===== src/rtl/uart_loop_pkg.sv =====
package uart_loop_pkg;

    typedef enum logic [1:0] {
        LM_NORMAL = 2'b00,
        LM_ECHO   = 2'b01,
        LM_LOOP   = 2'b10,
        LM_SPARE  = 2'b11
    } loop_mode_e;

    typedef struct packed {
        logic echo;
        logic loop;
    } mode_flags_t;

    localparam logic LINE_MARK = 1'b1;

    function automatic mode_flags_t decode_mode(input logic [1:0] code);
        mode_flags_t f;
        f.echo = 1'b0;
        f.loop = 1'b0;
        case (loop_mode_e'(code))
            LM_ECHO: f.echo = 1'b1;
            LM_LOOP: f.loop = 1'b1;
            default: ;
        endcase
        return f;
    endfunction

endpackage


===== src/rtl/ulm_mode_decode.sv =====
module ulm_mode_decode
    import uart_loop_pkg::*;
(
    input  logic        clk,
    input  logic        rst,
    input  logic [1:0]  mode_i,
    output mode_flags_t flags_o
);
    always_comb flags_o = decode_mode(mode_i);

    AST_MODE_EXCL: assert property (@(posedge clk) disable iff (rst)
        !(flags_o.echo && flags_o.loop));
    AST_SPARE_NORMAL: assert property (@(posedge clk) disable iff (rst)
        (mode_i == 2'b11) |-> (flags_o == '0));
endmodule


===== src/rtl/ulm_echo_retimer.sv =====
module ulm_echo_retimer
    import uart_loop_pkg::*;
(
    input  logic clk,
    input  logic rst,
    input  logic rxd_i,
    input  logic tick_i,
    output logic echo_o
);
    logic echo_q;

    always_ff @(posedge clk) begin
        if (rst)
            echo_q <= LINE_MARK;
        else if (tick_i)
            echo_q <= rxd_i;
    end

    assign echo_o = echo_q;

    AST_ECHO_HOLD: assert property (@(posedge clk) disable iff (rst)
        !tick_i |=> $stable(echo_o));
    AST_ECHO_SAMPLE: assert property (@(posedge clk) disable iff (rst)
        tick_i |=> (echo_o == $past(rxd_i)));
endmodule


===== src/rtl/ulm_line_router.sv =====
module ulm_line_router
    import uart_loop_pkg::*;
(
    input  logic        clk,
    input  logic        rst,
    input  mode_flags_t flags_i,
    input  logic        rxd_i,
    input  logic        tx_ser_i,
    input  logic        echo_i,
    output logic        txd_o,
    output logic        rx_ser_o
);
    always_comb begin
        if (flags_i.loop) begin
            txd_o    = LINE_MARK;
            rx_ser_o = tx_ser_i;
        end else if (flags_i.echo) begin
            txd_o    = echo_i;
            rx_ser_o = rxd_i;
        end else begin
            txd_o    = tx_ser_i;
            rx_ser_o = rxd_i;
        end
    end

    AST_LOOP_TXD_MARK: assert property (@(posedge clk) disable iff (rst)
        flags_i.loop |-> (txd_o == LINE_MARK));
    AST_ECHO_RX_LIVE: assert property (@(posedge clk) disable iff (rst)
        flags_i.echo |-> (rx_ser_o == rxd_i));
endmodule


===== src/rtl/ulm_host_gate.sv =====
module ulm_host_gate
    import uart_loop_pkg::*;
#(
    parameter int DATA_W = 8
) (
    input  logic              clk,
    input  logic              rst,
    input  mode_flags_t       flags_i,
    input  logic              host_wr_i,
    input  logic [DATA_W-1:0] host_wdata_i,
    output logic              tx_wr_o,
    output logic [DATA_W-1:0] tx_data_o,
    input  logic              tx_empty_i,
    input  logic              tx_ready_i,
    output logic              stat_tx_empty_o,
    output logic              stat_tx_ready_o,
    input  logic              host_rd_i,
    output logic              rx_pop_o,
    input  logic [DATA_W-1:0] rx_data_i,
    output logic [DATA_W-1:0] host_rx_data_o
);
    logic tx_link_on;

    always_comb begin
        tx_link_on      = !flags_i.echo;
        tx_wr_o         = host_wr_i  & tx_link_on;
        stat_tx_empty_o = tx_empty_i & tx_link_on;
        stat_tx_ready_o = tx_ready_i & tx_link_on;
        tx_data_o       = host_wdata_i;
        rx_pop_o        = host_rd_i;
        host_rx_data_o  = rx_data_i;
    end

    AST_ECHO_NO_WRITE: assert property (@(posedge clk) disable iff (rst)
        flags_i.echo |-> !tx_wr_o);
    AST_ECHO_STATUS_LOW: assert property (@(posedge clk) disable iff (rst)
        flags_i.echo |-> !(stat_tx_empty_o || stat_tx_ready_o));
    AST_RX_READ_PASS: assert property (@(posedge clk) disable iff (rst)
        rx_pop_o == host_rd_i);
endmodule


===== src/rtl/uart_loop_sel.sv =====
module uart_loop_sel
    import uart_loop_pkg::*;
#(
    parameter int DATA_W = 8
) (
    input  logic              clk,
    input  logic              rst,
    input  logic [1:0]        mode_i,
    input  logic              rxd_i,
    output logic              txd_o,
    input  logic              rx_tick_i,
    output logic              rx_ser_o,
    input  logic              tx_ser_i,
    input  logic              host_wr_i,
    input  logic [DATA_W-1:0] host_wdata_i,
    output logic              tx_wr_o,
    output logic [DATA_W-1:0] tx_data_o,
    input  logic              tx_empty_i,
    input  logic              tx_ready_i,
    output logic              stat_tx_empty_o,
    output logic              stat_tx_ready_o,
    input  logic              host_rd_i,
    output logic              rx_pop_o,
    input  logic [DATA_W-1:0] rx_data_i,
    output logic [DATA_W-1:0] host_rx_data_o
);
    mode_flags_t flags;
    logic        echo_bit;

    ulm_mode_decode u_dec (
        .clk     (clk),
        .rst     (rst),
        .mode_i  (mode_i),
        .flags_o (flags)
    );

    ulm_echo_retimer u_echo (
        .clk    (clk),
        .rst    (rst),
        .rxd_i  (rxd_i),
        .tick_i (rx_tick_i),
        .echo_o (echo_bit)
    );

    ulm_line_router u_route (
        .clk      (clk),
        .rst      (rst),
        .flags_i  (flags),
        .rxd_i    (rxd_i),
        .tx_ser_i (tx_ser_i),
        .echo_i   (echo_bit),
        .txd_o    (txd_o),
        .rx_ser_o (rx_ser_o)
    );

    ulm_host_gate #(.DATA_W(DATA_W)) u_host (
        .clk             (clk),
        .rst             (rst),
        .flags_i         (flags),
        .host_wr_i       (host_wr_i),
        .host_wdata_i    (host_wdata_i),
        .tx_wr_o         (tx_wr_o),
        .tx_data_o       (tx_data_o),
        .tx_empty_i      (tx_empty_i),
        .tx_ready_i      (tx_ready_i),
        .stat_tx_empty_o (stat_tx_empty_o),
        .stat_tx_ready_o (stat_tx_ready_o),
        .host_rd_i       (host_rd_i),
        .rx_pop_o        (rx_pop_o),
        .rx_data_i       (rx_data_i),
        .host_rx_data_o  (host_rx_data_o)
    );

    AST_NORMAL_ROUTE: assert property (@(posedge clk) disable iff (rst)
        (mode_i == 2'b00) |-> (txd_o == tx_ser_i && rx_ser_o == rxd_i));
    AST_LOOP_FEED: assert property (@(posedge clk) disable iff (rst)
        (mode_i == 2'b10) |-> (rx_ser_o == tx_ser_i));
    AST_NORMAL_WRITE: assert property (@(posedge clk) disable iff (rst)
        (mode_i != 2'b01) |-> (tx_wr_o == host_wr_i));
endmodule


===== config.mk =====
export PLATFORM = sky130hd
export DESIGN_NAME = uart_loop_sel
export DESIGN_NICKNAME = d
export VERILOG_FILES = /design/src/rtl/uart_loop_pkg.sv /design/src/rtl/ulm_mode_decode.sv /design/src/rtl/ulm_echo_retimer.sv /design/src/rtl/ulm_line_router.sv /design/src/rtl/ulm_host_gate.sv /design/src/rtl/uart_loop_sel.sv
export SDC_FILE = /design/constraint.sdc
export NUM_CORES = 1
export LEC_CHECK = 0
export ABC_AREA = 1
export BUFFER_PORTS_ARGS = -buffer_cell sky130_fd_sc_hd__buf_4
export CAP_MARGIN = 10
export CORE_AREA = 2 2 39 41
export DETAILED_ROUTE_END_ITERATION = 8
export DIE_AREA = 0 0 41 43
export GPL_TIMING_DRIVEN = 1
export SETUP_SLACK_MARGIN = 0.05
export SLEW_MARGIN = 20
export SYNTH_ARGS = -nofsm -noshare
export SYNTH_HDL_FRONTEND = slang
export SYNTH_SLANG_ARGS = --single-unit
export TNS_END_PERCENT = 20

===== constraint.sdc =====
create_clock -name clk -period 0.8 [get_ports clk]
set_clock_uncertainty 0.1 [all_clocks]
set_input_delay 0.08 -clock clk [delete_from_list [all_inputs] [get_ports clk]]
set_output_delay 0.08 -clock clk [all_outputs]
set_load 0.01 [all_outputs]

# ---- Yosys cells after proc, flatten, opt, wreduce, memory -nomap -nowiden
# Index checks and enable logic that the tools add are counted.
dict set report op_classes {
  n_eq_ne 2
  n_reduce_logical 1
  bitwise_logic 3
  n_mux 5
}
# cell n
set ops {}
lappend ops {{two-way mux 1 bit} 5}
lappend ops {{bitwise AND 1 bit} 3}
lappend ops {{equality test 2 x 1 -> 1 bit (second input constant)} 1}
lappend ops {{equality test 2 bit (second input constant)} 1}
lappend ops {{logical NOT 1 bit} 1}
dict set report totals {
  ff_bits 1
}

# ---- Logic depth before layout (Yosys ltp)
# Gate-level depths: netlist of the first run.
dict set report logic_depth {
  depth_word 4
  mapped_depth 4
  depth_no_buf 4
}

# ---- Hierarchy
# Synthesis of the first run repeated with hierarchy kept, for this count alone.
dict set report hier_totals {
  cells_unflattened 41
  hier_area_um2 244.0
}
# mod seq_area_each_um2 n_inst cells_per_inst area_each_um2
set modules_own_cells {}
lappend modules_own_cells {ulm_host_gate 0.0 1 23 150.1}
lappend modules_own_cells {ulm_echo_retimer 20.0 1 6 47.5}
lappend modules_own_cells {ulm_line_router 0.0 1 8 31.3}
lappend modules_own_cells {ulm_mode_decode 0.0 1 4 15.0}

# ---- Worst setup path after synthesis of the first run
# No wires, ideal clock.
dict set report synth_path {
  path_type {register to output}
  startpoint {register u_echo.echo_q, in the netlist u_echo.echo_o}
  endpoint {output txd_o}
  slack_ns 0.132
  t_arrival_ns 0.488
  path_stages_with_launch 3
  path_cell_list {dfxtp_1 -> nand3_1 -> nand3_1}
}
dict set report synth_between {
  elab_chain_len 2
}
# item line
set synth_lines {}
lappend synth_lines {{start, declared} ulm_echo_retimer.sv:10} ;# logic echo_q;
lappend synth_lines {{start signal, assigned} ulm_echo_retimer.sv:16} ;# echo_q <= rxd_i;
lappend synth_lines {{two-way mux 1 bit} ulm_line_router.sv:17} ;# end else if (flags_i.echo) begin
lappend synth_lines {{two-way mux 1 bit} ulm_line_router.sv:14} ;# if (flags_i.loop) begin
lappend synth_lines {{end, declared} uart_loop_sel.sv:10} ;# output logic txd_o,
# Every way passes these cells.

# ---- Final worst setup path of the first run
# Same ends and word-level chain as after synthesis.

==> results.md, run 1 <==
| Step | Item | Value |
|---|---|---|
| sta | Timing-limited maximum frequency | 1360 MHz |
| die | Die ar. | 1760 um^2 |
| finish | Register Area | 21.3 um^2 |
| critical path | Type of element launching the critical path | flip-flop |
| synthesis | Synth Instances | 39 |
| global route | GR Overflow Total | 0 |
| global route | Via count of the first global-routing pass | 136 |
| sta | TNS Setup | 0 ps |
| sta | Period utilisation layout | 92.1% |
| global route | Global-route wire length before repair | 524 um |
| power and ir drop | Largest voltage drop on the vdd net | 0.274 mV |
| synthesis | Top cell type by total area after synthesis | sky130_fd_sc_hd__buf_4 |
| global route | Antenna violations before repair | 0 |
| finish | Final standard cell count with taps included and fillers excluded | 52 |
| route | DR WL/cell | 7.46 um |
| sta | Headroom to the max-slew limit | 91.9% |
| synthesis | Post-Syn Area per Cell | 6.19 um^2 |
| synthesis | Syn. warnings | 0 |
| route | Count of antenna-violating nets left after detailed routing | 0 |
| finish | Commonest cells after routing, fill and taps aside | 12 x sky130_fd_sc_hd__buf_4, 5 x sky130_fd_sc_hd__nand2_1, 4 x sky130_fd_sc_hd__inv_1 |
| critical path | WP data required | 620 ps |
| clocking | Buffer count from post-CTS setup fixing | 0 |
| critical path | Endpoint kind of the worst setup timing path | primary output |
| route | Number of detailed-routing iterations run before antenna repair | 1 |
| finish | Area taken by multi-input logic gates | 80.1 um^2 |
| clocking | Clock latency reported for the late side of the worst-skew pair | 0 ps |
| critical path | Type of the setup path with the least slack | reg -> out |
| flow run | Max-cap violations | 0 |
| critical path | CP dominant cell by count | sky130_fd_sc_hd__nand3_2 |
| min path | Type of the tightest min-delay check | in -> out |
| clocking | Clock transition at the registers of the reported paths | 0 ps |
| synthesis | Area share of the leading cell type in the synthesized netlist | 52.8% |
| sta | Post-layout minimum cycle time | 737 ps |
| synthesis | Cell types occupying the most area after synthesis | sky130_fd_sc_hd__buf_4 53%, sky130_fd_sc_hd__nand2_1 9.3%, sky130_fd_sc_hd__dfxtp_1 8.3%, sky130_fd_sc_hd__inv_1 7.8%, sky130_fd_sc_hd__nor2_2 7.8% |
| placement | Final HPWL from detailed placement | 309 um |
| placement | GP Congestion | 0.628 |
| finish | Number of flip-flops in the largest register | 1 |
| route | Total via count after detailed routing | 187 |
| critical path | Top fanout value on the critical path | 2 |
| die | Placement row count | 14 |
| route | Initial DRC Count | 0 |
| global route | Global-route usage over all layers | 3.90% |
| critical path | Bufs and invs on worst path | 1 |
| die | Core footprint | 1380 um^2 |
| sta | Pins Over Slew Limit | 0 |
| sta | Unrepaired setup endpoints after global routing | yes |
| synthesis | Sequential-to-total area share from yosys stat | 8.29% |
| sta | Hold Slack | 60.0 ps |
| die | Initial core utilization | 17.5% |
| critical path | Largest incremental delay on the critical path | 300 ps |
| power and ir drop | Power density over the cells | 706 nW/um^2 |
| finish | Count of filler cells inserted in the layout | 159 |
| synthesis | Number of nets produced by synthesis | 66 |
| finish | Final design utilization | 19.0% |
| finish | Final net count | 65 |
| power and ir drop | Leak | 0.152 nW |
| synthesis | Cell Area, Synth | 241 um^2 |
| synthesis | Number of distinct library cells after synthesis | 9 |
| critical path | CP arrival | 560 ps |
| critical path | Crit path max-delay cell type | sky130_fd_sc_hd__dfxtp_2 |
| placement | Dpl cells | 52 |
| finish | Area grow syn2layout | 8.81% |
| critical path | CP Cell Sequence | nand3_2 -> nand3_2 -> buf_6 |
| synthesis | #FFs+latches synth | 1 |
| outcome | Outcome | finished clean |
| route | Total wirelength of the detailed-routed design | 388 um |
| route | Drc violations | 0 |
| route | Vias per Instance | 3.60 |
| sta | Slew of the pin with the lowest slew margin | 122 ps |
| die | Number of top-level pins | 49 |
| global route | Maximum number of pins on one net before global-route repair | 4 |
| sta | Final hold violations | 0 |
| finish | Commonest non-fill, non-tap cell in the layout | sky130_fd_sc_hd__buf_4 |
| sta | Number of endpoints failing setup at the final stage | 0 |
| die | Die span in y | 43 um |
| die | Die Wd | 41 um |
| finish | # diodes | 0 |
| critical path | Cell type group with the largest total delay on the critical path | flip-flops |
| placement | Count of input and output buffers | 14 |
| finish | Share of cells above drive strength 1 | 69.4% |
| power and ir drop | Total power of the final layout | 186 uW |
| clocking | Hold bufs inserted after CTS | 0 |
[timing repair]
action	CTS	global route
gates resized for setup	1	7
endpoints found under the setup margin	1	3
pin swaps	3	1
[layout make-up]
| type | count | area share, % |
|---|---|---|
| Sequential cell | 1 | 8.10 |
| Inverter | 7 | 11.0 |
| Tap cell | 16 | 7.62 |
| Timing Repair Buffer | 14 | 42.9 |
| Multi-Input combinational cell | 14 | 30.5 |
[path summary, 6_finish.rpt]
kind                  from                end  slack (ps)  depth (start not counted)
max          u_echo.echo_o              txd_o          60                          3
min           rx_data_i[1]  host_rx_data_o[1]          60                          0
max reg2reg  u_echo.echo_o      u_echo.echo_o         170                          2
min reg2reg  u_echo.echo_o      u_echo.echo_o         350                          2
[worst reg2reg max path, cell delays in order (launching register included)]
cell and delay, ps:
sky130_fd_sc_hd__dfxtp_2 300, sky130_fd_sc_hd__nand2_1 60, sky130_fd_sc_hd__nand2_1 50
[where the power goes]
part           internal [mW]  switching, mW  leakage (nW)
Clock                      0              0             0
Combinational         0.0728         0.0553         0.144
Sequential            0.0552        0.00220       0.00808
Total                  0.128         0.0575         0.152
[logic make-up (layout without fill, tap and decap cells)]
kind of cell	Yosys count	in the layout	share of synthesized area, %
flip-flops	1	1	8.29
AND/OR/NAND/NOR	13	13	25.9
AO/OA/AOI/OAI	1	1	2.07
buffers and inverters	24	21	63.7
[through the flow]
step / setup WS (ps) / cell area (um^2)
3_3_place_gp: 43.9 / 239
6_report: 63.1 / 263
4_1_cts: 55.3 / 243
2_1_floorplan: 132 / 241
3_5_place_dp: 40.3 / 239
5_1_grt: 41.0 / 263
[Yosys cell counts, drive strengths merged]
cell type and number:
a21oi 1, buf 17, dfxtp 1, inv 7, nand2 7, nand3 3, nor2 3
[per-layer routing]
metal	wire, um	part of all wire [%]	GRT usage, %	vias to the layer above
met4	0	0	0	0
met1	131	34	4.78	78
met3	78	20	1.05	0
li1	-	-	-	92
met5	0	0	0	-
met2	178	46	6.88	17
Note: power is estimated with default switching activity, not from simulation.
==> inputs of run 2 (changes only) <==
--- a/config.mk
+++ b/config.mk
@@ -16,5 +16,6 @@
 export SLEW_MARGIN = 20
 export SYNTH_ARGS = -nofsm -noshare
 export SYNTH_HDL_FRONTEND = slang
+export SYNTH_HIERARCHICAL = 1
 export SYNTH_SLANG_ARGS = --single-unit
 export TNS_END_PERCENT = 20
==> run 2 against run 1 <==
Compared with the run above: critical path depth up 3; hold slack stayed put; largest power group unchanged; global-route usage increased by 0.30 points; sequential share of layout area down 1.0 points; combinational power grew 16%; cell count is 5.8% higher; area after synthesis rose by 1.0%; maximum frequency down 4.0%; first-iteration DRC count up 1.
==> results.md, run 2 <==
| Step | Item | Value | Delta |
|---|---|---|---|
| synthesis | Cell types occupying the most area after synthesis | sky130_fd_sc_hd__buf_4 52%, sky130_fd_sc_hd__inv_1 14%, sky130_fd_sc_hd__nand2_1 9.2%, sky130_fd_sc_hd__dfxtp_1 8.2%, sky130_fd_sc_hd__nor2_1 7.7% | was sky130_fd_sc_hd__buf_4 53%, sky130_fd_sc_hd__nand2_1 9.3%, sky130_fd_sc_hd__dfxtp_1 8.3%, sky130_fd_sc_hd__inv_1 7.8%, sky130_fd_sc_hd__nor2_2 7.8% |
| die | Die Wd | 41 um | unchanged |
| finish | Number of flip-flops in the largest register | 1 | unchanged |
| sta | Setup slack after layout | 32.4 ps | was 63.1 ps |
| synthesis | Syn. warnings | 6 | was 0 |
| route | Highest metal layer used by the detailed router | met3 | unchanged |
| synthesis | Number of distinct library cells after synthesis | 8 | was 9 |
| synthesis | Sequential-to-total area share from yosys stat | 8.21% | was 8.29% |
| critical path | Endpoint kind of the worst setup timing path | primary output | unchanged |
| synthesis | Post-Syn Area per Cell | 5.95 um^2 | was 6.19 um^2 |
| die | Initial core utilization | 17.6% | was 17.5% |
| power and ir drop | Part of the power in the clock network | 0% | about the same |
| outcome | Outcome | finished clean | unchanged |
| die | Die ar. | 1760 um^2 | unchanged |
| clocking | Buffer count from post-CTS setup fixing | 0 | unchanged |
| die | Core footprint | 1380 um^2 | unchanged |
| route | Sum of routed wire segments on met1 | 152 um | was 131 um |
| synthesis | #FFs+latches synth | 1 | unchanged |
| synthesis | Number of nets produced by synthesis | 68 | was 66 |
| placement | GP Congestion | 0.505 | was 0.628 |
| critical path | Cell type group with the largest total delay on the critical path | buffers and inverters | was flip-flops |
| global route | Global-route usage over all layers | 4.20% | was 3.90% |
| route | Vias per Instance | 3.36 | was 3.60 |
| critical path | Crit path max-delay cell type | sky130_fd_sc_hd__nor2_4 | was sky130_fd_sc_hd__dfxtp_2 |
| global route | Global-route wire length before repair | 552 um | was 524 um |
| critical path | Type of element launching the critical path | input pin | was flip-flop |
| synthesis | Area share of the leading cell type in the synthesized netlist | 52.3% | was 52.8% |
| finish | Share of cells above drive strength 1 | 66.7% | was 69.4% |
| sta | Slew of the pin with the lowest slew margin | 110 ps | was 122 ps |
| synthesis | Synth Instances | 41 | was 39 |
| power and ir drop | Logic gate share of total power | 71.9% | was 69.1% |
| clocking | Clock latency reported for the late side of the worst-skew pair | 0 ps | about the same |
| finish | Commonest non-fill, non-tap cell in the layout | sky130_fd_sc_hd__buf_4 | unchanged |
| global route | GR Overflow Total | 0 | unchanged |
| sta | Period utilisation layout | 95.9% | was 92.1% |
| die | Number of top-level pins | 49 | unchanged |
| sta | Number of endpoints failing setup at the final stage | 0 | unchanged |
| critical path | CP arrival | 590 ps | was 560 ps |
| min path | Type of the tightest min-delay check | in -> out | unchanged |
| route | Number of detailed-routing iterations run before antenna repair | 2 | was 1 |
| critical path | WP data required | 620 ps | about the same |
| power and ir drop | Leak | 0.169 nW | was 0.152 nW |
| route | Total wirelength of the detailed-routed design | 441 um | was 388 um |
| flow run | Max-cap violations | 0 | unchanged |
| placement | Dpl ws | -47.3 ps | was 40.3 ps |
| synthesis | Cell Area, Synth | 244 um^2 | was 241 um^2 |
| sta | Final hold violations | 0 | unchanged |
| global route | Maximum number of pins on one net before global-route repair | 4 | unchanged |
| route | Total via count after detailed routing | 185 | was 187 |
| finish | # diodes | 0 | unchanged |
| power and ir drop | Total power of the final layout | 206 uW | was 186 uW |
| sta | Post-layout minimum cycle time | 768 ps | was 737 ps |
| critical path | Largest incremental delay on the critical path | 120 ps | was 300 ps |
| sta | Timing-limited maximum frequency | 1300 MHz | was 1360 MHz |
| route | Met3 wire length | 72 um | was 78 um |
| route | Initial DRC Count | 1 | was 0 |
| critical path | Top fanout value on the critical path | 3 | was 2 |
| power and ir drop | Int Pwr | 143 uW | was 128 uW |
| sta | Headroom to the max-slew limit | 92.7% | was 91.9% |
| synthesis | Number of enable flip-flop cells after synthesis | 0 | unchanged |
| power and ir drop | Largest voltage drop on the vdd net | 0.324 mV | was 0.274 mV |
| critical path | Type of the setup path with the least slack | in -> out | was reg -> out |
| critical path | CP Cell Sequence | buf_8 -> nor2_4 -> inv_2 -> nand2_2 -> nand3_2 -> buf_6 | was nand3_2 -> nand3_2 -> buf_6 |
| sta | Unrepaired setup endpoints after global routing | yes | unchanged |
| power and ir drop | Net switching power | 63.4 uW | was 57.5 uW |
| power and ir drop | Relative contribution of sequential cells to total power | 28.1% | was 30.9% |
| critical path | Bufs and invs on worst path | 3 | was 1 |
| synthesis | Main flop type after synthesis | sky130_fd_sc_hd__dfxtp_1 | unchanged |
| synthesis | Top cell type by total area after synthesis | sky130_fd_sc_hd__buf_4 | unchanged |
| synthesis | Most numerous cell types in the synthesized netlist | 17 x sky130_fd_sc_hd__buf_4, 9 x sky130_fd_sc_hd__inv_1, 6 x sky130_fd_sc_hd__nand2_1, 5 x sky130_fd_sc_hd__nor2_1 | was 17 x sky130_fd_sc_hd__buf_4, 6 x sky130_fd_sc_hd__nand2_1, 5 x sky130_fd_sc_hd__inv_1, 3 x sky130_fd_sc_hd__nand3_1, 3 x sky130_fd_sc_hd__nor2_2 |
| route | DR WL/cell | 8.02 um | was 7.46 um |
| placement | Final HPWL from detailed placement | 334 um | was 309 um |
| placement | Count of input and output buffers | 14 | unchanged |
| synthesis | Leading cell type by number of instances after synthesis | sky130_fd_sc_hd__buf_4 | unchanged |
| route | Drc violations | 0 | unchanged |
| synthesis | Fraction of registers with async set/reset | 0% | unchanged |
| finish | Area grow syn2layout | 23.6% | was 8.81% |
| die | Placement row count | 14 | unchanged |
| power and ir drop | Net Sw Frac | 30.8% | was 31.0% |
| route | Count of antenna-violating nets left after detailed routing | 0 | unchanged |
| finish | Final net count | 68 | was 65 |
| die | Die span in y | 43 um | unchanged |
| power and ir drop | Power density over the cells | 684 nW/um^2 | was 706 nW/um^2 |
| global route | Via count of the first global-routing pass | 151 | was 136 |
| route | Detailed-routed wire length on met2 | 216 um | was 178 um |
| finish | Commonest cells after routing, fill and taps aside | 10 x sky130_fd_sc_hd__buf_4, 5 x sky130_fd_sc_hd__inv_1, 5 x sky130_fd_sc_hd__nand2_1 | was 12 x sky130_fd_sc_hd__buf_4, 5 x sky130_fd_sc_hd__nand2_1, 4 x sky130_fd_sc_hd__inv_1 |
| sta | Pins Over Slew Limit | 0 | unchanged |
| global route | Antenna violations before repair | 0 | unchanged |
==> run 2: changes by cell type in the layout (fill, tap and decap cells not counted), sizes merged <==
cell and change:
inv +2, a21oi -1, nand3 -1, buf +1, nor2 +2
==> run 2: layout make-up <==
cell class	instances	area (um^2)
multi-input combinational	14	85.1
inverter	9	36.3
fill	155	1080
tap	16	20.0
sequential	1	21.3
timing repair buffer	15	139
==> run 2: path summary, 6_finish.rpt <==
kind,depth (start not counted),end,startpoint,slack (ps)
min reg2reg,2,u_echo/echo_o,u_echo/echo_o,350
max reg2reg,2,u_echo/echo_o,u_echo/echo_o,160
min,0,tx_data_o[0],host_wdata_i[0],60
max,6,txd_o,mode_i[1],30
==> run 2: cell families after synthesis <==
logic type    after synthesis  share of synthesized area, %
buf+inv                    26                          66.2
simple gates               14                          25.6
flops                       1                          8.21
==> run 2: power by group through the flow <==
| stage | sequential (mW) | combinational [mW] | clock [mW] |
|---|---|---|---|
| finish | 0.0579 | 0.148 | 0 |
| global route | 0.0588 | 0.161 | 0 |
| CTS | 0.0575 | 0.129 | 0 |
| detailed placement | 0.0575 | 0.115 | 0 |
| global placement | 0.0576 | 0.114 | 0 |
| floorplan | 0.0564 | 0.131 | 0 |
==> run 2: layer usage <==
layer,track usage [%],vias to the layer above
li1,-,95
met1,4.44,76
met2,7.50,14
met3,1.05,0
met4,1.33,0
met5,0,-
==> run 2: through the flow <==
| step | hold slack, ps | util [%] | area (um^2) | instances | setup TNS, ps |
|---|---|---|---|---|---|
| 2_1_floorplan | 85.9 | - | 244 | 41 | 0 |
| 3_3_place_gp | 60.1 | 18.0 | 249 | 55 | -220 |
| 3_5_place_dp | 60.1 | 18.0 | 249 | 55 | -184 |
| 4_1_cts | 60.1 | 19.7 | 273 | 55 | 0 |
| 5_1_grt | 60.0 | 21.8 | 302 | 55 | 0 |
| 6_report | 60.0 | 21.8 | 302 | 55 | 0 |
==> run 2: timing repair <==
item                       in CTS  in global routing
resized for setup               8                 11
hold buffers                    0                  0
setup endpoints to repair       5                  5
pin swaps                       5                  4
